$ cat src/rtl/grlut_pkg.sv
package grlut_pkg;

    localparam int unsigned DATA_W = 64;

    typedef logic [3:0] lut2_t;

    typedef struct packed {
        lut2_t hi;
        lut2_t lo;
    } lut_pair_t;

    function automatic logic lut2_eval(lut2_t tbl, logic self_b, logic mate_b);
        return tbl[{mate_b, self_b}];
    endfunction

endpackage

$ cat src/rtl/grlut_stage.sv
module grlut_stage
    import grlut_pkg::*;
#(
    parameter int unsigned W    = 64,
    parameter int unsigned STEP = 1
) (
    input  logic         en,
    input  lut_pair_t    luts,
    input  logic [W-1:0] x_in,
    output logic [W-1:0] x_out
);
    for (genvar j = 0; j < W; j++) begin : g_bit
        localparam int unsigned MATE  = j ^ STEP;
        localparam bit          UPPER = (j & STEP) != 0;
        logic nb;
        if (UPPER) begin : g_hi
            assign nb = lut2_eval(luts.hi, x_in[j], x_in[MATE]);
        end else begin : g_lo
            assign nb = lut2_eval(luts.lo, x_in[j], x_in[MATE]);
        end
        assign x_out[j] = en ? nb : x_in[j];
    end
endmodule

$ cat src/rtl/grlut_net.sv
module grlut_net
    import grlut_pkg::*;
#(
    parameter int unsigned W   = 64,
    parameter int unsigned LOG = $clog2(W)
) (
    input  logic [LOG-1:0] amount,
    input  lut_pair_t      luts,
    input  logic [W-1:0]   src,
    output logic [W-1:0]   dst
);
    logic [W-1:0] row [LOG+1];
    assign row[0] = src;

    for (genvar k = 0; k < LOG; k++) begin : g_row
        grlut_stage #(.W(W), .STEP(1 << k)) u_stage (
            .en   (amount[k]),
            .luts (luts),
            .x_in (row[k]),
            .x_out(row[k+1])
        );
    end

    assign dst = row[LOG];
endmodule

$ cat src/rtl/grlut_unit.sv
module grlut_unit
    import grlut_pkg::*;
#(
    parameter int unsigned W    = DATA_W,
    parameter bit          PIPE = 1'b1
) (
    input  logic         clk,
    input  logic         rst,
    input  logic         in_valid,
    input  logic [W-1:0] data_in,
    input  logic         zero_src,
    input  logic [W-1:0] ctrl,
    input  logic [7:0]   tables,
    output logic         out_valid,
    output logic [W-1:0] result
);
    localparam int unsigned LOG = $clog2(W);

    logic [W-1:0]   src;
    logic [W-1:0]   net_out;
    logic [LOG-1:0] amount;
    lut_pair_t      luts;

    assign src    = zero_src ? '0 : data_in;
    assign amount = ctrl[LOG-1:0];
    assign luts   = lut_pair_t'(tables);

    grlut_net #(.W(W), .LOG(LOG)) u_net (
        .amount(amount),
        .luts  (luts),
        .src   (src),
        .dst   (net_out)
    );

    if (PIPE) begin : g_pipe
        logic [W-1:0] res_q;
        logic         vld_q;
        always_ff @(posedge clk) begin
            if (rst) begin
                res_q <= '0;
                vld_q <= 1'b0;
            end else begin
                vld_q <= in_valid;
                if (in_valid) res_q <= net_out;
            end
        end
        assign result    = res_q;
        assign out_valid = vld_q;
    end else begin : g_comb
        assign result    = net_out;
        assign out_valid = in_valid;
    end
endmodule

$ cat config.mk
export PLATFORM = sky130hd
export DESIGN_NAME = grlut_unit
export DESIGN_NICKNAME = d
export VERILOG_FILES = /design/src/rtl/grlut_pkg.sv /design/src/rtl/grlut_stage.sv /design/src/rtl/grlut_net.sv /design/src/rtl/grlut_unit.sv
export SDC_FILE = /design/constraint.sdc
export NUM_CORES = 1
export LEC_CHECK = 0
export BUFFER_PORTS_ARGS = -buffer_cell sky130_fd_sc_hd__buf_2
export CORE_ASPECT_RATIO = 1.4
export CORE_UTILIZATION = 55
export DETAILED_ROUTE_END_ITERATION = 16
export PLACE_DENSITY = 0.85
export SLEW_MARGIN = 20
export SYNTH_ARGS = -nofsm -noshare
export SYNTH_HDL_FRONTEND = slang
export SYNTH_SLANG_ARGS = --single-unit
$ cat constraint.sdc
create_clock -name clk -period 5.8 [get_ports clk]
set_input_delay 1.16 -clock clk [delete_from_list [all_inputs] [get_ports clk]]
set_output_delay 1.16 -clock clk [all_outputs]
set_load 0.01 [all_outputs]
Yosys cells after proc, flatten, opt, wreduce, memory -nomap -nowiden
Index checks and enable logic that the tools add are counted.
{"block": "totals", "output_inout_bits": 65, "ramBits": 0, "romBits": 0, "latchBits": 0, "n_memories": 0, "ff_bits": 65, "word_cells": 1539}
{"block": "op_classes", "mux": 1153, "shift": 0, "bitwise": 0, "add_sub_neg": 0, "n_eq_ne": 0, "div_mod_pow": 0, "multipliers": 0, "n_reduce_logical": 0, "n_lt_le_gt_ge": 384}
{"op": "$lt A2 B3 Y1 const B", "n": 384}
{"op": "$bmux W1 S2", "n": 384}
{"op": "$mux W1", "n": 768}
{"op": "$mux W64", "n": 1}

Depth between registers and ports, before layout
Gate-level depths: netlist of the first run.
{"block": "logic_depth", "ltp_word": 19, "depth_mapped": 19, "mapped_depth_nobuf": 13}

Hierarchy
From an unflattened synthesis of the first run, not the netlist that was laid out.
{"block": "hier_totals", "hier_cells": 2045, "area_unflattened_um2": 16527.1}
{"module": "grlut_stage (u_net.g_row[1].u_stage ...)", "area_each_um2": 2306.0, "cells_per_inst": 295, "instances": 2, "seq_area_each_um2": 0.0}
{"module": "grlut_stage (u_net.g_row[3].u_stage ...)", "area_each_um2": 2280.9, "cells_per_inst": 294, "instances": 2, "seq_area_each_um2": 0.0}
{"module": "grlut_unit", "area_each_um2": 2746.4, "cells_per_inst": 279, "instances": 1, "seq_area_each_um2": 1301.2}
{"module": "grlut_stage (u_net.g_row[5].u_stage)", "area_each_um2": 2327.2, "cells_per_inst": 294, "instances": 1, "seq_area_each_um2": 0.0}
{"module": "grlut_stage (u_net.g_row[0].u_stage)", "area_each_um2": 2279.7, "cells_per_inst": 294, "instances": 1, "seq_area_each_um2": 0.0}

Worst setup path before layout of the first run
Ideal clock, no wire load.
{"block": "synth_path", "path_type": "input to register", "start": "input port tables[6]", "end": "register g_pipe.res_q[11] (netlist: result[11])", "cell_stages": 16, "setup_time_ns": 0.132, "n_path_buf": 4, "arrival_time_ns": 4.687, "slack_ns": 0.981, "path_cell_list": "buf_2 buf_2 buf_2 clkbuf_1 a31oi_1 a2bb2oi_1 nor2_1 mux2_2 a32oi_2 mux2i_1 o22a_1 mux2i_4 mux2i_1 mux2i_4 a2111oi_1 nor3_1"}
{"block": "synth_via", "elab_chain_len": 18}
{"item": "start, declared", "line": "grlut_unit.sv:13", "text": "input logic [7:0] tables,"}
{"item": "$bmux W1 S2", "line": "grlut_pkg.sv:13", "text": "return tbl[{mate_b, self_b}];"}
{"item": "$mux W1 (implied by the code)", "line": "grlut_pkg.sv:13"}
{"item": "$mux W1", "line": "grlut_stage.sv:21", "text": "assign x_out[j] = en ? nb : x_in[j];"}
{"item": "$bmux W1 S2", "line": "grlut_pkg.sv:13"}
{"item": "$mux W1 (implied by the code)", "line": "grlut_pkg.sv:13"}
{"item": "$mux W1", "line": "grlut_stage.sv:21"}
{"item": "$bmux W1 S2", "line": "grlut_pkg.sv:13"}
{"item": "$mux W1 (implied by the code)", "line": "grlut_pkg.sv:13"}
{"item": "(+2 left out)"}
{"item": "$mux W1 (implied by the code)", "line": "grlut_pkg.sv:13"}
{"item": "$mux W1", "line": "grlut_stage.sv:21"}
{"item": "$bmux W1 S2", "line": "grlut_pkg.sv:13"}
{"item": "$mux W1 (implied by the code)", "line": "grlut_pkg.sv:13"}
{"item": "$mux W1", "line": "grlut_stage.sv:21"}
{"item": "$bmux W1 S2", "line": "grlut_pkg.sv:13"}
{"item": "$mux W1 (implied by the code)", "line": "grlut_pkg.sv:13"}
{"item": "$mux W1 *", "line": "grlut_stage.sv:21"}
{"item": "end signal, assigned", "line": "grlut_unit.sv:44", "text": "if (in_valid) res_q <= net_out;"}
{"item": "end, declared", "line": "grlut_unit.sv:36", "text": "logic [W-1:0] res_q;"}
Every way passes the cells marked *; elsewhere a longest branch is shown, timed or not. The select of a mux whose other input is x is not followed.
A chain may end at the register's enable or synchronous reset.

Worst setup path after layout of the first run
{"block": "layout_path", "start": "input port ctrl[0]", "end": "register g_pipe.res_q[11] (netlist: result[11])"}
{"block": "layout_via", "elab_chain_len": 16}
{"item": "start, declared", "line": "grlut_unit.sv:12", "text": "input logic [W-1:0] ctrl,"}
{"item": "$mux W1", "line": "grlut_stage.sv:21"}
{"item": "$bmux W1 S2", "line": "grlut_pkg.sv:13"}
{"item": "$mux W1 (implied by the code)", "line": "grlut_pkg.sv:13"}
{"item": "$mux W1", "line": "grlut_stage.sv:21"}
{"item": "$bmux W1 S2", "line": "grlut_pkg.sv:13"}
{"item": "$mux W1 (implied by the code)", "line": "grlut_pkg.sv:13"}
{"item": "$mux W1", "line": "grlut_stage.sv:21"}
{"item": "$bmux W1 S2", "line": "grlut_pkg.sv:13"}
{"item": "$mux W1 (implied by the code)", "line": "grlut_pkg.sv:13"}
{"item": "$mux W1", "line": "grlut_stage.sv:21"}
{"item": "$bmux W1 S2", "line": "grlut_pkg.sv:13"}
{"item": "$mux W1 (implied by the code)", "line": "grlut_pkg.sv:13"}
{"item": "$mux W1", "line": "grlut_stage.sv:21"}
{"item": "$bmux W1 S2", "line": "grlut_pkg.sv:13"}
{"item": "$mux W1 (implied by the code)", "line": "grlut_pkg.sv:13"}
{"item": "$mux W1 *", "line": "grlut_stage.sv:21"}
Marks and branches as above.

==> flow_metrics.tcl, run 1 <==
set metrics [dict create \
    finalCritPeriodShare_pct 94.7 \
    grt.total_usage_pct 52.2 \
    synth_top_family_by_area "compound AO/OA/AOI/OAI gates" \
    post-dp-hpwl_um 70400 \
    synth_edf_count 0 \
    dieArea_um2 35400 \
    p_comb_share_pct 75.7 \
    via_per_inst 7.73 \
    postCtsHoldBufs 0 \
    cts_max_level 3 \
    cts.sinks 65 \
    start_util_pct 55.9 \
    ys_seq_area_share_pct 6.82 \
    grt.overflow.total 0 \
    synthAdderAreaFrac_pct 0 \
    worstSetupStartpoint "ctrl[0]" \
    async_flop_share_pct 0 \
    ys.flop_type "dfxtp_1" \
    ctsResizeCount 0 \
    vias 24000 \
    boundaryPins 205 \
    fin_setup_tns_ps 0 \
    io_buffers 146 \
    place.gp.congestion 1.08 \
    total_power_mw 4.73 \
    ir_worst_vdd_mv 0.266 \
    die_h_um 222 \
    synth_area_leaders "mux2i_1, dfxtp_1, nand2_1" \
    core_area_um2 34100 \
    dp_slack_ps 202 \
    clkPwrFrac_pct 11.9 \
    leakage_nw 8.77 \
    arrival_ps 5730 \
    syn-instance-count 2544 \
    num_rows 80 \
    antenna_found_initial 6 \
    tightest_slew_ps 1070 \
    fmax_ghz 0.182 \
    wl_met1_um 32600 \
    slew_viol_final 0 \
    synth_compound_area_share_pct 34.5 \
    drc 0 \
    post-route-min-period_ps 5490 \
    cts_setup_buffers 0 \
    layout_commonest_cell "mux2i_1" \
    met3_length_um 11700 \
    cp-end-kind "flop" \
    finalInstanceArea_um2 21200 \
    routed-wl-met2_um 39900 \
    start_kind "input pin" \
    path_clk_slew_ps 60 \
    crit_type "in -> reg" \
    fin_skew_ps 0 \
    timing.critical_path.to "result[11]" \
    rr_startpoint "result[13]" \
    routed_wl_um 95600 \
    synth_xor_area_share_pct 0.0459 \
    synth_cell_types 114 \
    p_sw_share_pct 51.6 \
    antenna_left 0 \
    p_sw_mw 2.44 \
    cts_tree "built" \
    insertion_delay_ps 360 \
    root_buffer "clkbuf_16" \
    dr.pass1.iters 6 \
    yosys_register_bits 65 \
    die_x_um 159 \
    final_cell_mix "mux2i_1, nand2_1, buf_4" \
    wire_per_inst_um 30.8 \
    grt_pass1_vias 22700 \
    outcome "complete, no violations" \
    setup_viol 0 \
    p_int_mw 2.29 \
    cp.required_ps 6030 \
    setup_ws_ps 307 \
    hold_viol 0 \
    grt_pass1_wl_um 141000 \
    synth-simple-area-share_pct 18.7 \
    worstHoldPathType "reg -> reg" \
    drive_above_1_share_pct 21.4 \
    syn_avg_cell_area_um2 7.50 \
    muxShareOfSynthArea_pct 33.0 \
    grt_start_max_net_pins 59 \
    worstRegToRegCells 3 \
    relSlewSlack_pct 28.3 \
    power_density_nw_per_um2 224 \
    synth_area_um2 19100 \
    reg2reg_slack_ps 4730 \
    p_seq_share_pct 12.4 \
    synth_top_area_cell "mux2i_1" \
    layout.nets 2781 \
    rsz0062_at_grt "no" \
    syn_nets 2684 \
    clock_path_buffers 2 \
    dpl_cell_area_um2 20900 \
    syn_to_final_growth_pct 11.0 \
    yosysWarningCount 0 \
    drv_cap 0 \
    drt_iter0_markers 3102 \
    synth_top_area_share_pct 22.8 \
    reg2reg_to "result[13]" \
    top_layer_used "met4" \
    crit_fanout 40 \
    cts_buffers 9 \
]
[synthesized netlist by cell type, types with 38 or more instances]
library cell	number
o21ai_0	138
nor2_1	156
mux2i_1	435
a21oi_1	168
o2111ai_1	38
a31oi_1	62
nand3_1	102
nand2_1	240
buf_2	38
nor3_1	61
clkbuf_1	165
nor2b_1	42
dfxtp_1	65
o211ai_1	45
a211oi_1	41
[routing by layer]
layer,track usage [%],vias to the layer above
met5,0,-
met4,53.2,0
met3,14.4,704
met2,79.1,1983
met1,57.6,11100
li1,-,10200
[cell families (layout without fill, tap and decap cells)]
group           count (synthesis)  count (layout)
compound gates                899             899
other cells                     0               6
mux                           550             550
flops                          65              65
buf+inv                       277             378
simple gates                  752             752
xor+xnor                        1               1
[worst max-delay path, cell delays in order]
cell	delay (ps)
buf_2	310
nor2b_4	290
buf_12	230
buf_4	270
and3_1	320
nor3_1	110
o311ai_1	560
mux2i_1	210
mux2i_4	630
mux2i_1	380
mux2i_4	170
mux2i_1	190
mux2i_4	300
nor2_1	70
a2111oi_1	360
nor3_1	100
[power by group through the flow]
stage               registers (mW)  logic, mW  clock network [mW]
global placement             0.587       3.32                   0
floorplan                    0.629       2.31                   0
global route                 0.593       3.72               0.578
CTS                          0.583       3.42               0.566
detailed placement           0.590       3.39                   0
finish                       0.586       3.58               0.565
[final cells by class]
class / instances / area, um^2
fill: 3164 / 13000
tap: 451 / 564
multi-input combinational: 2202 / 16500
antenna: 6 / 15.0
clock buffer: 10 / 239
timing repair buffer: 343 / 2420
inverter: 20 / 75.1
sequential: 65 / 1300
clock inverter: 5 / 56.3
[through the flow]
stage	hold WS [ps]	util (%)	instances
floorplan	463	-	2544
global placement	426	61.1	3081
detailed placement	434	61.1	3081
CTS	450	62.0	3096
global route	461	62.0	3097
finish	449	62.0	3102
[registers in the layout, indices dropped and copies added (netlist names)]
name	count
result	64
out_valid	1
[worst min-delay path by stage]
| stage | to | start | cells past startpoint | slack (ps) |
|---|---|---|---|---|
| finish | result[20] | result[20] | 2 | 450 |
| CTS | result[20] | result[20] | 2 | 450 |
| global route | result[20] | result[20] | 2 | 460 |
| global placement | result[20] | result[20] | 2 | 430 |
| floorplan | result[20] | result[20] | 2 | 460 |
| detailed placement | result[20] | result[20] | 2 | 430 |
No activity file was read; power rests on OpenSTA's default activity.
==> inputs of run 2 (changes only) <==
CTS_BUF_LIST = sky130_fd_sc_hd__clkbuf_8   (was unset)
clock period = 5.6 ns   (was 5.8 ns; I/O delays follow)
==> run 2 against run 1 <==
Sequential power increased by 3.8%. Largest cell class unchanged. Sequential cell count stayed put. Setup slack got worse by 71 ps. Wire length shrank 2.2%. Highest routed layer is now met5. Die area unchanged. Combinational power up 5%. Final area up 0.30%. Total power increased by 1.3%.
==> flow_metrics.tcl, run 2 (synthesis gave the netlist of run 1 again) <==
set metrics [dict create \
    dieArea_um2 35400 \
    largest_reg_flops 64 \
    fillers 3137 \
    register_area_um2 1300 \
    reg2reg_slack_ps 4580 \
    vias 23800 \
    cts_setup_buffers 0 \
    die_h_um 222 \
    drive_above_1_share_pct 22.5 \
    antenna_found_initial 4 \
    insertion_delay_ps 380 \
    whs_path_depth 2 \
    cp_slowest_cell "a221oi_1" \
    clock_path_buffers 2 \
    wire_per_inst_um 29.9 \
    grt.overflow.total 0 \
    io_buffers 146 \
    syn_to_final_growth_pct 11.3 \
    crit_type "in -> reg" \
    grt_pass1_wl_um 139000 \
    relSlewSlack_pct 27.6 \
    grt.total_usage_pct 51.2 \
    core_area_um2 34100 \
    drv_cap 0 \
    num_rows 80 \
    holdPathEnd "result[20]" \
    post-dp-hpwl_um 69500 \
    drc 0 \
    slowest_delay_ps 630 \
    ir_worst_vdd_mv 0.219 \
    outcome "complete, no violations" \
    power_density_nw_per_um2 226 \
    cts.sinks 65 \
    crit_fanout 29 \
    start_kind "input pin" \
    hp-start "result[20]" \
    leakage_nw 8.87 \
    total_power_mw 4.80 \
    hold_slack_ps 450 \
    boundaryPins 205 \
    grt_start_max_net_pins 52 \
    hold_viol 0 \
    arrival_ps 5640 \
    dr.pass1.iters 6 \
    setup_viol 0 \
    worstRegToRegCells 3 \
    slew_viol_final 0 \
    routed_wl_um 93500 \
    multi_input_area_um2 16500 \
    final_cell_mix "mux2i_1, nand2_1, buf_4" \
    path_clk_slew_ps 70 \
    start_util_pct 55.9 \
    place.gp.congestion 1.06 \
    crit_chain "buf_2, nor2b_4, buf_4, nand2_1, o311ai_0, nand2_1, a221oi_1, buf_4, mux4_2, inv_1, o21a_1, nor3_1, o21ai_1, a21oi_1, a311o_1, a32o_1" \
    layout.nets 2816 \
    fmax_ghz 0.186 \
    worstHoldPathType "reg -> reg" \
    root_buffer "clkbuf_8" \
    fin_skew_ps 0 \
    finalCritPeriodShare_pct 95.8 \
    cts_tree "built" \
    via_per_inst 7.61 \
    drt_iter0_markers 3269 \
    tightest_slew_ps 1080 \
    post-route-min-period_ps 5360 \
    layout_commonest_cell "mux2i_1" \
    cts_buffers 9 \
    fin_util_pct 62.2 \
    rr_startpoint "result[8]" \
    rsz0062_at_grt "no" \
    cts_max_level 3 \
    cp-end-kind "flop" \
    grt_pass1_vias 22300 \
    antenna_left 0 \
    cp.required_ps 5880 \
    reg2reg_to "result[8]" \
    die_x_um 159 \
]
==> run 2: changes by cell type in the layout (fill, tap and decap cells not counted), moves of 4 or more <==
| cell | delta |
|---|---|
| buf_12 | -8 |
| buf_4 | +43 |
| clkbuf_16 | -9 |
| clkbuf_8 | +9 |
| diode_2 | -4 |
==> run 2: worst max path at each step <==
stage	from	end	slack, ps	depth (start not counted)
floorplan	tables[6]	result[11]	820	16
detailed placement	tables[4]	result[47]	-2	15
global placement	tables[4]	result[35]	130	15
CTS	tables[4]	result[15]	400	15
global route	ctrl[0]	result[35]	40	16
finish	ctrl[0]	result[35]	240	16
==> run 2: critical path: cells and delay by family <==
family / cells / cell delay [ps]
AND/OR/NAND/NOR: 4 / 540
buffers and inverters: 4 / 900
multiplexers: 1 / 530
AO/OA/AOI/OAI: 7 / 2560
==> run 2: per-stage QoR <==
| step | TNS (ps) | setup slack, ps | instance area, um^2 | std cells |
|---|---|---|---|---|
| final | 0 | 236 | 21200 | 3132 |
| after global routing | 0 | 37.7 | 21200 | 3131 |
| after CTS | 0 | 401 | 21200 | 3130 |
| after detailed placement | -2.10 | -2.10 | 21000 | 3116 |
| after global placement | 0 | 130 | 21000 | 3116 |
| after floorplan | 0 | 821 | 19100 | 2544 |
==> run 2: repair_timing <==
action | in CTS | in global routing
hold buffers | 0 | 0
resized for setup | 0 | 3
endpoints found under the setup margin | 0 | 3
==> run 2: area by class of cell <==
cell class | instances | share of cell area (%)
clock buffers | 10 | 0.648
inverters | 20 | 0.354
well taps | 451 | 2.66
multi-input cells | 2202 | 77.8
diodes | 2 | 0.0236
repair buffers | 378 | 12.2
clock inverters | 4 | 0.218
flip-flops and latches | 65 | 6.13
==> run 2: layer usage <==
metal / vias up / GRT usage, % / share of wire, %
met5: - / 0 / 0.012
met3: 629 / 12.3 / 13
met4: 2 / 48.3 / 11
met1: 11000 / 58.3 / 34
met2: 1952 / 78.4 / 42
li1: 10200 / - / -
==> run 2: report_power, final <==
part	internal (mW)	switching, mW	leakage, nW
sequential	0.554	0.0533	0.538
combinational	1.53	2.24	8.23
clock	0.210	0.203	0.0954
total	2.30	2.50	8.87
